File: src/rtl/gpio_port_pkg.sv
// Shared constants and types for the GPIO data port.
// Assumes byte offsets on a word-aligned register bus.
package gpio_port_pkg;

    localparam int OFF_OUT = 'h00;
    localparam int OFF_SET = 'h04;
    localparam int OFF_CLR = 'h08;
    localparam int OFF_TOG = 'h0C;
    localparam int OFF_IN  = 'h10;

    typedef enum logic [2:0] {
        OP_NONE = 3'd0,
        OP_LOAD = 3'd1,
        OP_SET  = 3'd2,
        OP_CLR  = 3'd3,
        OP_TOG  = 3'd4
    } wr_op_e;

    typedef enum logic [1:0] {
        SEL_ZERO = 2'd0,
        SEL_OUT  = 2'd1,
        SEL_IN   = 2'd2
    } rd_sel_e;

endpackage

File: src/rtl/gpio_in_sync.sv
// Multi-stage synchronizer for the pad inputs.
// Assumes STAGES >= 2. Each bit is sampled independently; no bus coherency.
module gpio_in_sync #(
    parameter int WIDTH  = 32,
    parameter int STAGES = 2
) (
    input  logic             clk,
    input  logic             rst_n,
    input  logic [WIDTH-1:0] async_in,
    output logic [WIDTH-1:0] sync_out
);
    localparam int LAST = STAGES - 1;

    logic [WIDTH-1:0] chain [STAGES];

    // First stage captures the asynchronous pad levels.
    always_ff @(posedge clk) begin
        if (!rst_n) chain[0] <= '0;
        else        chain[0] <= async_in;
    end

    for (genvar s = 1; s < STAGES; s++) begin : g_stage
        // Each later stage re-samples the stage before it.
        always_ff @(posedge clk) begin
            if (!rst_n) chain[s] <= '0;
            else        chain[s] <= chain[s-1];
        end
    end

    assign sync_out = chain[LAST];

endmodule

File: src/rtl/gpio_out_latch.sv
// Output latch with full load and masked set, clear and toggle updates.
// Assumes at most one operation per cycle, as chosen by the decoder.
module gpio_out_latch
    import gpio_port_pkg::*;
#(
    parameter int WIDTH = 32
) (
    input  logic             clk,
    input  logic             rst_n,
    input  wr_op_e           op,
    input  logic [WIDTH-1:0] wdata,
    output logic [WIDTH-1:0] q
);
    // Apply the selected operation to the latch.
    always_ff @(posedge clk) begin
        if (!rst_n) begin
            q <= '0;
        end else begin
            case (op)
                OP_LOAD: q <= wdata;
                OP_SET:  q <= q | wdata;
                OP_CLR:  q <= q & ~wdata;
                OP_TOG:  q <= q ^ wdata;
                default: q <= q;
            endcase
        end
    end

endmodule

File: src/rtl/gpio_read_mux.sv
// Registered read-data path: selects a source and returns it one cycle later.
// Assumes the select has already been decoded from the address.
module gpio_read_mux
    import gpio_port_pkg::*;
#(
    parameter int WIDTH = 32
) (
    input  logic             clk,
    input  logic             rst_n,
    input  logic             rd,
    input  rd_sel_e          sel,
    input  logic [WIDTH-1:0] out_val,
    input  logic [WIDTH-1:0] in_val,
    output logic [WIDTH-1:0] rdata
);
    logic [WIDTH-1:0] pick;

    // Choose the read source; aliases and holes give zero.
    always_comb begin
        case (sel)
            SEL_OUT: pick = out_val;
            SEL_IN:  pick = in_val;
            default: pick = '0;
        endcase
    end

    // Register the result; idle cycles return zero.
    always_ff @(posedge clk) begin
        if (!rst_n)  rdata <= '0;
        else if (rd) rdata <= pick;
        else         rdata <= '0;
    end

endmodule

File: src/rtl/gpio_atomic_port.sv
// Top of the GPIO data port: decodes bus offsets, owns the output latch,
// synchronizes pad inputs and returns registered read data.
// Assumes a single-cycle write strobe and a byte-offset address.
module gpio_atomic_port
    import gpio_port_pkg::*;
#(
    parameter int PINS        = 32,
    parameter int ADDR_W      = 5,
    parameter int SYNC_STAGES = 2
) (
    input  logic              clk,
    input  logic              rst_n,
    input  logic [ADDR_W-1:0] bus_addr,
    input  logic              bus_wr,
    input  logic [PINS-1:0]   bus_wdata,
    input  logic              bus_rd,
    output logic [PINS-1:0]   bus_rdata,
    input  logic [PINS-1:0]   pin_in,
    output logic [PINS-1:0]   pin_out
);
    localparam logic [ADDR_W-1:0] A_OUT = ADDR_W'(OFF_OUT);
    localparam logic [ADDR_W-1:0] A_SET = ADDR_W'(OFF_SET);
    localparam logic [ADDR_W-1:0] A_CLR = ADDR_W'(OFF_CLR);
    localparam logic [ADDR_W-1:0] A_TOG = ADDR_W'(OFF_TOG);
    localparam logic [ADDR_W-1:0] A_IN  = ADDR_W'(OFF_IN);

    wr_op_e          wr_op;
    rd_sel_e         rd_sel;
    logic [PINS-1:0] in_sync;
    logic [PINS-1:0] latch_q;

    // Decode the write offset into one latch operation.
    always_comb begin
        wr_op = OP_NONE;
        if (bus_wr) begin
            case (bus_addr)
                A_OUT:   wr_op = OP_LOAD;
                A_SET:   wr_op = OP_SET;
                A_CLR:   wr_op = OP_CLR;
                A_TOG:   wr_op = OP_TOG;
                default: wr_op = OP_NONE;
            endcase
        end
    end

    // Decode the read offset into a data source.
    always_comb begin
        case (bus_addr)
            A_OUT:   rd_sel = SEL_OUT;
            A_IN:    rd_sel = SEL_IN;
            default: rd_sel = SEL_ZERO;
        endcase
    end

    gpio_in_sync #(.WIDTH(PINS), .STAGES(SYNC_STAGES)) sync_i (
        .clk      (clk),
        .rst_n    (rst_n),
        .async_in (pin_in),
        .sync_out (in_sync)
    );

    gpio_out_latch #(.WIDTH(PINS)) latch_i (
        .clk   (clk),
        .rst_n (rst_n),
        .op    (wr_op),
        .wdata (bus_wdata),
        .q     (latch_q)
    );

    gpio_read_mux #(.WIDTH(PINS)) rmux_i (
        .clk     (clk),
        .rst_n   (rst_n),
        .rd      (bus_rd),
        .sel     (rd_sel),
        .out_val (latch_q),
        .in_val  (in_sync),
        .rdata   (bus_rdata)
    );

    assign pin_out = latch_q;

    AST_LOAD_ALL: assert property (@(posedge clk) disable iff (!rst_n)
        (bus_wr && bus_addr == A_OUT) |=> (pin_out == $past(bus_wdata)));
    AST_SET_MASK: assert property (@(posedge clk) disable iff (!rst_n)
        (bus_wr && bus_addr == A_SET) |=> (pin_out == ($past(pin_out) | $past(bus_wdata))));
    AST_CLR_MASK: assert property (@(posedge clk) disable iff (!rst_n)
        (bus_wr && bus_addr == A_CLR) |=> ((pin_out & $past(bus_wdata)) == '0));
    AST_TOG_MASK: assert property (@(posedge clk) disable iff (!rst_n)
        (bus_wr && bus_addr == A_TOG) |=> ((pin_out ^ $past(pin_out)) == $past(bus_wdata)));
    AST_HOLD_LATCH: assert property (@(posedge clk) disable iff (!rst_n)
        (!bus_wr || bus_addr == A_IN || bus_addr > A_IN) |=> $stable(pin_out));
    AST_ALIAS_ZERO: assert property (@(posedge clk) disable iff (!rst_n)
        (bus_rd && bus_addr != A_OUT && bus_addr != A_IN) |=> (bus_rdata == '0));
    AST_IDLE_RDATA: assert property (@(posedge clk) disable iff (!rst_n)
        (!bus_rd) |=> (bus_rdata == '0));
    AST_READ_OUT: assert property (@(posedge clk) disable iff (!rst_n)
        (bus_rd && bus_addr == A_OUT) |=> (bus_rdata == $past(pin_out)));

endmodule

File: config.mk
export PLATFORM = sky130hd
export DESIGN_NAME = gpio_atomic_port
export DESIGN_NICKNAME = d
export VERILOG_FILES = /design/src/rtl/gpio_port_pkg.sv /design/src/rtl/gpio_in_sync.sv /design/src/rtl/gpio_out_latch.sv /design/src/rtl/gpio_read_mux.sv /design/src/rtl/gpio_atomic_port.sv
export SDC_FILE = /design/constraint.sdc
export NUM_CORES = 1
export LEC_CHECK = 0
export ABC_AREA = 1
export BUFFER_PORTS_ARGS = -buffer_cell sky130_fd_sc_hd__buf_4
export CORE_MARGIN = 8
export CORE_UTILIZATION = 55
export DETAILED_ROUTE_END_ITERATION = 7
export PLACE_DENSITY = 0.83
export SETUP_SLACK_MARGIN = 0.3
export SLEW_MARGIN = 20
export SYNTH_ARGS = -nofsm -noshare
export SYNTH_HDL_FRONTEND = slang
export SYNTH_SLANG_ARGS = --single-unit
File: constraint.sdc
create_clock -name clk -period 2.28 [get_ports clk]
set_clock_uncertainty 0.2 [all_clocks]
set_input_delay 0.684 -clock clk [delete_from_list [all_inputs] [get_ports clk]]
set_output_delay 0.684 -clock clk [all_outputs]
set_load 0.01 [all_outputs]
==> flow_metrics.tcl, run 1 <==
set metrics [dict create \
    status "finished clean" \
    layout-drive-gt1-share_pct 19.89 \
    chip_width_microns 126.1 \
    total_of_cells_resized_after_clock_tree_synthesis 0 \
    core_area_sq_mm 0.01191 \
    synth_flop_cell "dfxtp_1" \
    rsz_0062_raised_after_global_routing "false" \
    synth_enable_flop_cells 0 \
    layout_worst_path_cycle_share_pct 83.62 \
    detail_route.vias_per_cell 4.826 \
    pwr-share-clk_pct 48.9 \
    asyncSetResetFlopFracSynth_pct 0 \
    comb_power_share_pct 8.7 \
    drt_pass1_iterations 5 \
    switching_power_w 0.001380 \
    num_antenna_cells 0 \
    clk_transition_reported_paths_ps 60 \
    placed_cells_incl_taps 1220 \
    setup_slack_ps 373.5 \
    cts.root.buffer_cell "clkbuf_16" \
    antenna_left 0 \
    ys_warns 0 \
    switching_share_pct 25.06 \
    cap_violations 0 \
    vias 6047 \
    power-per-cell-area_mw_per_mm2 647.5 \
    boundaryPins 137 \
    routedWlPerCell_microns 14.16 \
    post-cts-setup-buffer-count 0 \
    area_growth_syn_to_layout_pct 27.50 \
    net_total_in_the_final_layout 1230 \
    global_route.usage.met2_pct 38.41 \
    postLayoutCoreUtil_pct 71.40 \
    syn-mean-instance-area_sq_um 6.999 \
    grt_max_degree 37 \
    drt_iter0_markers 511 \
    min-delay-path-class "flop to flop" \
    synth_common_cells "286 x inv_1, 164 x nand2_1, 128 x dfxtp_1" \
    cts_tree "done" \
    worst_setup_path_start_kind "flop" \
    final_cell_area_excluding_filler_cells_sq_mm 0.008504 \
    post-dp-hpwl_microns 11950 \
    numCtsBuffers 17 \
    critPathBufInv 1 \
    mappedNetlistNets 1090 \
    family_with_the_most_delay_on_the_worst_path "flip-flops" \
    post_synth_inst_count 953 \
    post_synth_instance_area_sq_mm 0.006670 \
    arrival_time_at_the_worst_endpoint_ps 1020 \
    grt_remaining_overflow 0 \
    rows 40 \
    yosys.area.top_type_share_pct 38.42 \
    clock_insertion_delay_at_the_later_pin_of_the_skew_report_ps 430 \
    synth_largest_area_cell "dfxtp_1" \
    dpl_worst_slack_ps -42.32 \
    wl_microns 17740 \
    yosysMostFrequentCell "inv_1" \
    pwr-share-seq_pct 42.4 \
    ys_types 28 \
    cts_hold_buf 0 \
    die_outline_height_microns 126.1 \
    io_buffers 136 \
    synth.area.top_cells "dfxtp_1 38%, inv_1 16%, ha_1 12%, nand2_1 9.2%, nor2_1 5.4%" \
    grt_util_met1_pct 24.03 \
    max-slew-margin-rel_pct 35.84 \
    synth-seq-area-share_pct 38.42 \
    routabilityCongestion 0.8260 \
    critical_path_s_slowest_cell "dfxtp_1" \
    cp_slowest_stage_delay_ps 430 \
    ys_ff_latch 128 \
    endpoint_class_of_the_critical_path "primary output" \
    worst-setup-path-type "flop to primary output" \
    cp.required_ps 1400 \
    gr-usage-all-layers_pct 22.22 \
    layout.cells.non_filler 1253 \
    initial_utilization_pct 56.00 \
    power_leakage_nw 4.628 \
    area_of_placed_instances_sq_mm 0.007900 \
    grt_pass1_vias 6017 \
    floorplan.die_area_sq_mm 0.01591 \
    crit_chain "buf_4" \
    critPathMaxFanout 4 \
    cts_buffer_depth 2 \
    finalPower_w 0.005506 \
    grtUsageMet3_pct 7.553 \
    finalHoldViolCount 0 \
    worst-slew-pin-transition_ps 962.3 \
    h-tree-depth 4 \
    fmax_ghz 0.5245 \
    p_int_w 0.004127 \
    maxSlewViolCount 0 \
    clkSinkCount 128 \
    grt_first_pass_wirelength_microns 28200 \
    setup-violations-final 0 \
    final_period_minus_worst_setup_slack_ps 1907 \
    antenna_found_initial 0 \
    vdd_drop_max_mv 0.4516 \
    grt_most_used_layer "met2" \
    drc 0 \
]
cells in the final DEF, fill, tap and decap left out, types with 3 or more instances in the layout:
cell / n
buf_4: 156
clkinv_4: 4
nand2_1: 164
o21ai_1: 6
nand3_1: 53
o21ai_0: 24
buf_12: 4
o22ai_1: 32
inv_6: 3
nor2_1: 96
clkinvlp_4: 4
nand3_2: 8
a21oi_2: 5
inv_2: 4
clkbuf_16: 17
dfxtp_1: 128
ha_1: 64
o211ai_1: 4
inv_1: 286
a21oi_1: 27
flip-flops by register name, indices dropped and copies added, names as in the netlist:
name          cells
sync_i.chain     64
latch_i.q        32
rmux_i.rdata     32
final cells by class:
type | count | area, sq um
clock buffer | 17 | 425.4
tap | 147 | 183.9
clock inverter | 15 | 161.4
timing repair buffer | 160 | 1251
sequential | 128 | 2562
fill | 919 | 3407
multi-input combinational | 496 | 2831
inverter | 290 | 1089
power groups by stage:
stage / Combinational [W] / Clock, W / Sequential (W)
detailed placement: 0.000470 / 0 / 0.00238
global route: 0.000539 / 0.00282 / 0.00234
floorplan: 0.000254 / 0 / 0.00238
finish: 0.000479 / 0.00269 / 0.00233
global placement: 0.000456 / 0 / 0.00238
CTS: 0.000476 / 0.00273 / 0.00233
per-layer routing:
| metal | part of all wire (%) | vias up | routed length, microns |
|---|---|---|---|
| li1 | - | 3068 | - |
| met2 | 49 | 218 | 8668 |
| met3 | 8.0 | 39 | 1415 |
| met4 | 2.2 | 0 | 395 |
| met5 | 0 | - | 0 |
| met1 | 41 | 2722 | 7261 |
worst paths after layout:
| kind | startpoint | end | slack (ps) | cells after the start |
|---|---|---|---|---|
| worst max-delay path | latch_i.q[18] | pin_out[18] | 370 | 1 |
| worst min-delay path | sync_i.chain[0][2] | sync_i.chain[1][2] | 210 | 2 |
| worst max register to register | latch_i.q[23] | latch_i.q[23] | 750 | 8 |
| worst min register to register | sync_i.chain[0][2] | sync_i.chain[1][2] | 210 | 2 |
stage by stage:
step,hold slack (ps),TNS [ps]
floorplan,190.5,0
global placement,191.8,0
detailed placement,200.2,-180.1
CTS,212.4,0
global route,221.7,0
finish,206.7,0
cells by family after synthesis:
logic type                 after synthesis  share of synthesized area (%)
buffers and inverters                  330                          19.58
and+or+nand+nor                        330                          21.29
DFF                                    128                          38.42
AOI/OAI and AO/OA                      101                          8.704
adders and majority gates               64                          12.01
Power figures use the tool's default switching activity.
==> run 2: changes to the inputs <==
--- a/config.mk
+++ b/config.mk
@@ -8,9 +8,9 @@
 export ABC_AREA = 1
 export BUFFER_PORTS_ARGS = -buffer_cell sky130_fd_sc_hd__buf_4
 export CORE_MARGIN = 8
-export CORE_UTILIZATION = 55
+export CORE_UTILIZATION = 50
 export DETAILED_ROUTE_END_ITERATION = 7
-export PLACE_DENSITY = 0.83
+export PLACE_DENSITY = 0.8
 export SETUP_SLACK_MARGIN = 0.3
 export SLEW_MARGIN = 20
 export SYNTH_ARGS = -nofsm -noshare
==> constraint.sdc (replaced) <==
create_clock -name clk -period 1.6 [get_ports clk]
set_clock_uncertainty 0.2 [all_clocks]
set_input_delay 0.48 -clock clk [delete_from_list [all_inputs] [get_ports clk]]
set_output_delay 0.48 -clock clk [all_outputs]
set_load 0.01 [all_outputs]
==> run 2 against run 1 <==
  * The flow now finishes with violations (setup timing)
  * Critical path depth grew 11
  * Sequential share of layout area shrank 8.0 points
  * Sequential power grew 43%
  * Design area grew 41%
  * Non-clock buffer count grew 111
  * Global-route usage grew 11 points
  * Via count grew 39%
  * Combinational power grew to 2.9 times the previous value
  * First-iteration DRC count grew 110%
  * Critical endpoint is now latch_i.q[14]
  * Clock power grew 50%
  * Critical path type is now primary input to flop
  * Power grew 59%
==> flow_metrics.tcl, run 2 (same netlist as run 1, synthesis figures left out) <==
set metrics [dict create \
    status "finished with violations" \
    violations "setup timing" \
    numCtsBuffers 17 \
    antenna_left 0 \
    min_delay_worst_endpoint "sync_i.chain[0][17]" \
    drc 0 \
    worst_r2r_startpoint "latch_i.q[17]" \
    endpoint_class_of_the_critical_path "flop" \
    setup-violations-final 58 \
    post-dp-hpwl_microns 12590 \
    initial_utilization_pct 50.77 \
    chip_width_microns 131.5 \
    clkSinkCount 128 \
    num_antenna_cells 0 \
    largest_register_ffs 64 \
    vdd_drop_max_mv 1.135 \
    area_growth_syn_to_layout_pct 79.29 \
    cts.root.buffer_cell "clkbuf_16" \
    rows 42 \
    crit_chain "buf_8, inv_8, nand2_8, nor2_8, nand2_8, inv_8, buf_12, buf_4, nand3_1, nand3_2, nand2_1, a21oi_2" \
    floorplan.die_area_sq_mm 0.01729 \
    net_total_in_the_final_layout 1340 \
    flop2flop_setup_slack_ps -80 \
    gr-usage-all-layers_pct 33.21 \
    grt_max_degree 43 \
    family_with_the_most_delay_on_the_worst_path "simple AND/OR/NAND/NOR gates" \
    grt_remaining_overflow 0 \
    leading_registers_by_flop_count "sync_i.chain x64, latch_i.q x32, rmux_i.rdata x32" \
    critical_path_s_slowest_cell "nor2_8" \
    min-delay-path-class "primary input to flop" \
    critPathBufInv 5 \
    clock_insertion_delay_at_the_later_pin_of_the_skew_report_ps 450 \
    finalPower_w 0.008739 \
    power-per-cell-area_mw_per_mm2 730.7 \
    grt_pass1_vias 8521 \
    clk_transition_reported_paths_ps 60 \
    cts_buffer_depth 2 \
    r2r-end "latch_i.q[17]" \
    cp_slowest_stage_delay_ps 220 \
    max-slew-margin-rel_pct 80.21 \
    setup_slack_ps -263.8 \
    detail_route.vias_per_cell 6.047 \
    cts_hold_buf 0 \
    antenna_found_initial 0 \
    holdPathStages 3 \
    cts_tree "done" \
    cp.required_ps 1770 \
    rsz_0062_raised_after_global_routing "true" \
    worst-setup-path-type "primary input to flop" \
    fmax_ghz 0.5365 \
    worst-slew-pin-transition_ps 296.2 \
    routabilityCongestion 0.7949 \
    registers.top_by_ff_count "sync_i.chain" \
    routedWlPerCell_microns 26.79 \
    power_leakage_nw 5.802 \
    min_from "pin_in[17]" \
    wl_microns 37260 \
    grt_first_pass_wirelength_microns 45260 \
    critPathMaxFanout 5 \
    worst_setup_path_start_kind "primary input" \
    layout_commonest_cell "inv_1" \
    final_period_minus_worst_setup_slack_ps 1864 \
    layout-drive-gt1-share_pct 53.74 \
    worst_r2r_path_depth 9 \
    die_outline_height_microns 131.5 \
    drt_pass1_iterations 5 \
    finalHoldViolCount 0 \
    h-tree-depth 4 \
    mostFrequentLayoutCells "257 x inv_1, 122 x buf_4, 110 x nand2_1" \
    io_buffers 136 \
    cap_violations 0 \
    maxSlewViolCount 0 \
    worst_case_hold_slack_ps 16.19 \
    vias 8412 \
    drt_iter0_markers 1056 \
    layout_worst_path_cycle_share_pct 116.5 \
    arrival_time_at_the_worst_endpoint_ps 2030 \
    boundaryPins 137 \
    core_area_sq_mm 0.01314 \
]
-- run 2: worst reg2reg max path, stage by stage (launching register included) --
cell and delay (ps):
dfxtp_4 370, buf_6 110, inv_2 60, ha_4 260, inv_2 30, nor2_2 180, nor2_4 70, nand3_2 60
nand2_2 60, a21oi_2 190
-- run 2: worst max-delay path by stage --
stage | cells after the start | endpoint | start | slack, ps
2_1_floorplan | 11 | latch_i.q[21] | bus_addr[1] | -90
3_3_place_gp | 11 | latch_i.q[25] | bus_addr[1] | -300
3_5_place_dp | 9 | latch_i.q[17] | bus_addr[1] | -350
4_1_cts | 2 | pin_out[31] | latch_i.q[31] | -60
5_1_grt | 12 | latch_i.q[14] | bus_addr[4] | -300
6_report | 12 | latch_i.q[14] | bus_addr[4] | -260
-- run 2: repair_timing --
item                       4_1_cts  5_1_grt
buffers inserted                58        8
pin swaps                       97       69
setup endpoints to repair      128      128
gates cloned                    15        1
resized for setup              423      140
-- run 2: metal layers --
| metal | track usage [%] | wire length (microns) | vias to the layer above | part of all wire (%) |
|---|---|---|---|---|
| li1 | - | - | 3308 | - |
| met1 | 32.21 | 12270 | 3865 | 33 |
| met4 | 28.91 | 3520 | 0 | 9.4 |
| met5 | 0 | 0 | - | 0 |
| met2 | 56.34 | 16870 | 868 | 45 |
| met3 | 10.86 | 4599 | 371 | 12 |
-- run 2: where the power goes --
| part | total (W) | internal (W) | switching (W) |
|---|---|---|---|
| sequential | 0.00334 | 0.00329 | 0.0000525 |
| clock | 0.00403 | 0.00243 | 0.00159 |
| combinational | 0.00137 | 0.000582 | 0.000793 |
-- run 2: metrics by stage --
step / utilization [%] / area (sq um) / worst slack, ps / std cells / setup TNS [ps]
6_report: 91.03 / 11960 / -263.8 / 1391 / -6603
5_1_grt: 91.03 / 11960 / -296.2 / 1391 / -7474
4_1_cts: 86.51 / 11370 / -61.13 / 1382 / -688.1
3_5_place_dp: 63.62 / 8358 / -350.6 / 1278 / -17110
3_3_place_gp: 63.62 / 8358 / -304.6 / 1278 / -15480
2_1_floorplan: - / 6787 / -85.69 / 953 / -1234
-- run 2: cell type report --
type                       count  area, sq um
clock inverter                10        110.1
sequential                   128         2645
multi-input combinational    495         4267
tap                          176        220.2
fill                         453         1179
timing repair buffer         271         3104
inverter                     290         1132
clock buffer                  21        480.5
==> run 3: changes to the inputs <==
--- a/config.mk
+++ b/config.mk
@@ -8,9 +8,9 @@
 export ABC_AREA = 1
 export BUFFER_PORTS_ARGS = -buffer_cell sky130_fd_sc_hd__buf_4
 export CORE_MARGIN = 8
-export CORE_UTILIZATION = 50
+export CORE_UTILIZATION = 55
 export DETAILED_ROUTE_END_ITERATION = 7
-export PLACE_DENSITY = 0.8
+export PLACE_DENSITY = 0.83
 export SETUP_SLACK_MARGIN = 0.3
 export SLEW_MARGIN = 20
 export SYNTH_ARGS = -nofsm -noshare
==> constraint.sdc (replaced) <==
create_clock -name clk -period 1.8 [get_ports clk]
set_clock_uncertainty 0.2 [all_clocks]
set_input_delay 0.54 -clock clk [delete_from_list [all_inputs] [get_ports clk]]
set_output_delay 0.54 -clock clk [all_outputs]
set_load 0.01 [all_outputs]
==> run 3 against run 2 <==
  * The flow finishes with violations (DRC, setup timing)
  * Die area is 8.0% lower
  * Via count is 1.3% lower
  * Sequential share of layout area is 1.6 points higher
  * First-iteration DRC count is 44% higher
  * Critical path depth stayed put
  * Power is 9.0% lower
  * Worst hold slack better by 69 ps
  * Design area is 6.8% lower
  * Wire length is 4.5% lower
  * Clock-buffer cell count is 2 higher
  * Critical endpoint is now latch_i.q[4]
  * Largest power group unchanged
==> flow_metrics.tcl, run 3 (same netlist as run 1, synthesis figures left out) <==
set metrics [dict create \
    antenna_left 0 \
    drt_iter0_markers 1523 \
    switching_share_pct 25.61 \
    min_delay_worst_endpoint "sync_i.chain[0][19]" \
    r2r-end "latch_i.q[17]" \
    power-per-cell-area_mw_per_mm2 713.8 \
    switching_power_w 0.002037 \
    finalHoldViolCount 0 \
    postLayoutCoreUtil_pct 93.56 \
    core_area_sq_mm 0.01191 \
    worstSetupStartpoint "bus_addr[3]" \
    cts_tree "done" \
    cts_buffer_depth 2 \
    cp.required_ps 1920 \
    min-delay-path-class "primary input to flop" \
    flop2flop_setup_slack_ps -150 \
    largest_register_ffs 64 \
    rsz_0062_raised_after_global_routing "true" \
    routedWlPerCell_microns 26.49 \
    final_period_minus_worst_setup_slack_ps 1993 \
    routabilityCongestion 0.8263 \
    die_outline_height_microns 126.1 \
    area_growth_syn_to_layout_pct 67.08 \
    arrival_time_at_the_worst_endpoint_ps 2110 \
    clock_insertion_delay_at_the_later_pin_of_the_skew_report_ps 440 \
    status "finished with violations" \
    io_buffers 136 \
    grt_max_degree 47 \
    post-dp-hpwl_microns 12490 \
    grt_remaining_overflow 0 \
    layout_commonest_cell "inv_1" \
    wl_microns 35580 \
    vias 8301 \
    detail_route.vias_per_cell 6.181 \
    holdPathStages 3 \
    p_int_w 0.005918 \
    initial_utilization_pct 56.00 \
    cts.root.buffer_cell "clkbuf_16" \
    maxSlewViolCount 0 \
    setup-violations-final 12 \
    cap_violations 0 \
    comb_power_share_pct 13.9 \
    grt_first_pass_wirelength_microns 38140 \
    rows 40 \
    pwr-share-seq_pct 37.3 \
    leading_registers_by_flop_count "sync_i.chain x64, latch_i.q x32, rmux_i.rdata x32" \
    fmax_ghz 0.5019 \
    drc 70 \
    critPathMaxFanout 7 \
    antenna_found_initial 2 \
    numCtsBuffers 17 \
    endpoint_class_of_the_critical_path "flop" \
    setup_slack_ps -192.6 \
    worst_r2r_startpoint "latch_i.q[17]" \
    finalPower_w 0.007955 \
    violations "DRC, setup timing" \
    registers.top_by_ff_count "sync_i.chain" \
    worst-setup-path-type "primary input to flop" \
    gr-usage-all-layers_pct 30.31 \
    boundaryPins 137 \
    clkSinkCount 128 \
    layout-drive-gt1-share_pct 45.36 \
    mostFrequentLayoutCells "275 x inv_1, 130 x nand2_1, 120 x buf_4" \
    min_from "pin_in[19]" \
    vdd_drop_max_mv 0.9862 \
    grt_pass1_vias 7434 \
    drt_pass1_iterations 8 \
    floorplan.die_area_sq_mm 0.01591 \
    power_leakage_nw 5.547 \
    worst_setup_path_start_kind "primary input" \
    worst_r2r_path_depth 9 \
    max-slew-margin-rel_pct 66.11 \
    pwr-share-clk_pct 48.8 \
    layout_worst_path_cycle_share_pct 110.7 \
    chip_width_microns 126.1 \
    net_total_in_the_final_layout 1319 \
    clk_transition_reported_paths_ps 60 \
    h-tree-depth 4 \
    worst-slew-pin-transition_ps 504.9 \
    cts_hold_buf 0 \
]
## run 3: worst max-delay path: stages
cell	delay, ps
buf_6	140
inv_1	70
nand2_2	110
nand2_4	80
nand2_8	110
buf_6	110
nand2_4	80
buf_6	160
o21ai_1	410
inv_1	120
nand2_2	100
a21oi_2	50
## run 3: per-stage QoR
step | area (sq um) | hold slack [ps] | instances | setup WS [ps] | TNS (ps)
global route | 11140 | 86.20 | 1342 | -184.8 | -859.7
global placement | 8167 | 191.6 | 1230 | -138.7 | -5463
detailed placement | 8167 | 196.1 | 1230 | -199.7 | -7213
CTS | 10170 | 87.41 | 1328 | 171.6 | 0
finish | 11140 | 84.73 | 1343 | -192.6 | -872.6
floorplan | 6784 | 190.5 | 953 | 54.30 | 0
## run 3: repair_timing
item,CTS,global route
buffers inserted,56,8
setup endpoints to repair,92,127
gates resized for setup,201,204
endpoints found under the hold margin,0,0
pin swaps,40,62
gates cloned,10,6
## run 3: routing by layer
layer | global-route usage, % | routed length [microns]
met1 | 32.32 | 11510
met2 | 51.60 | 15620
met3 | 10.34 | 5035
met4 | 17.13 | 3367
met5 | 0 | 36
## run 3: how the worst max path moves through the flow
stage | endpoint | slack (ps) | cells past startpoint
after floorplan | latch_i.q[21] | 50 | 11
after global placement | latch_i.q[28] | -140 | 11
after detailed placement | latch_i.q[6] | -200 | 9
after CTS | pin_out[8] | 170 | 1
after global routing | latch_i.q[4] | -180 | 12
final | latch_i.q[4] | -190 | 12
## run 3: area by class of cell
class	instances	area, sq um
Clock inverter	9	180.2
Multi-Input combinational cell	495	3754
Sequential cell	128	2641
Inverter	290	1124
Clock buffer	23	467.9
Antenna cell	1	2.502
Timing Repair Buffer	250	2791
Fill cell	349	767.0
Tap cell	147	183.9
## run 3: power groups by stage
stage	registers, W	clock network, W	logic, W
after global placement	0.00301	0	0.000626
after detailed placement	0.00302	0	0.000649
after CTS	0.00295	0.00381	0.000815
after global routing	0.00297	0.00398	0.00113
final	0.00297	0.00389	0.00110
after floorplan	0.00302	0	0.000339
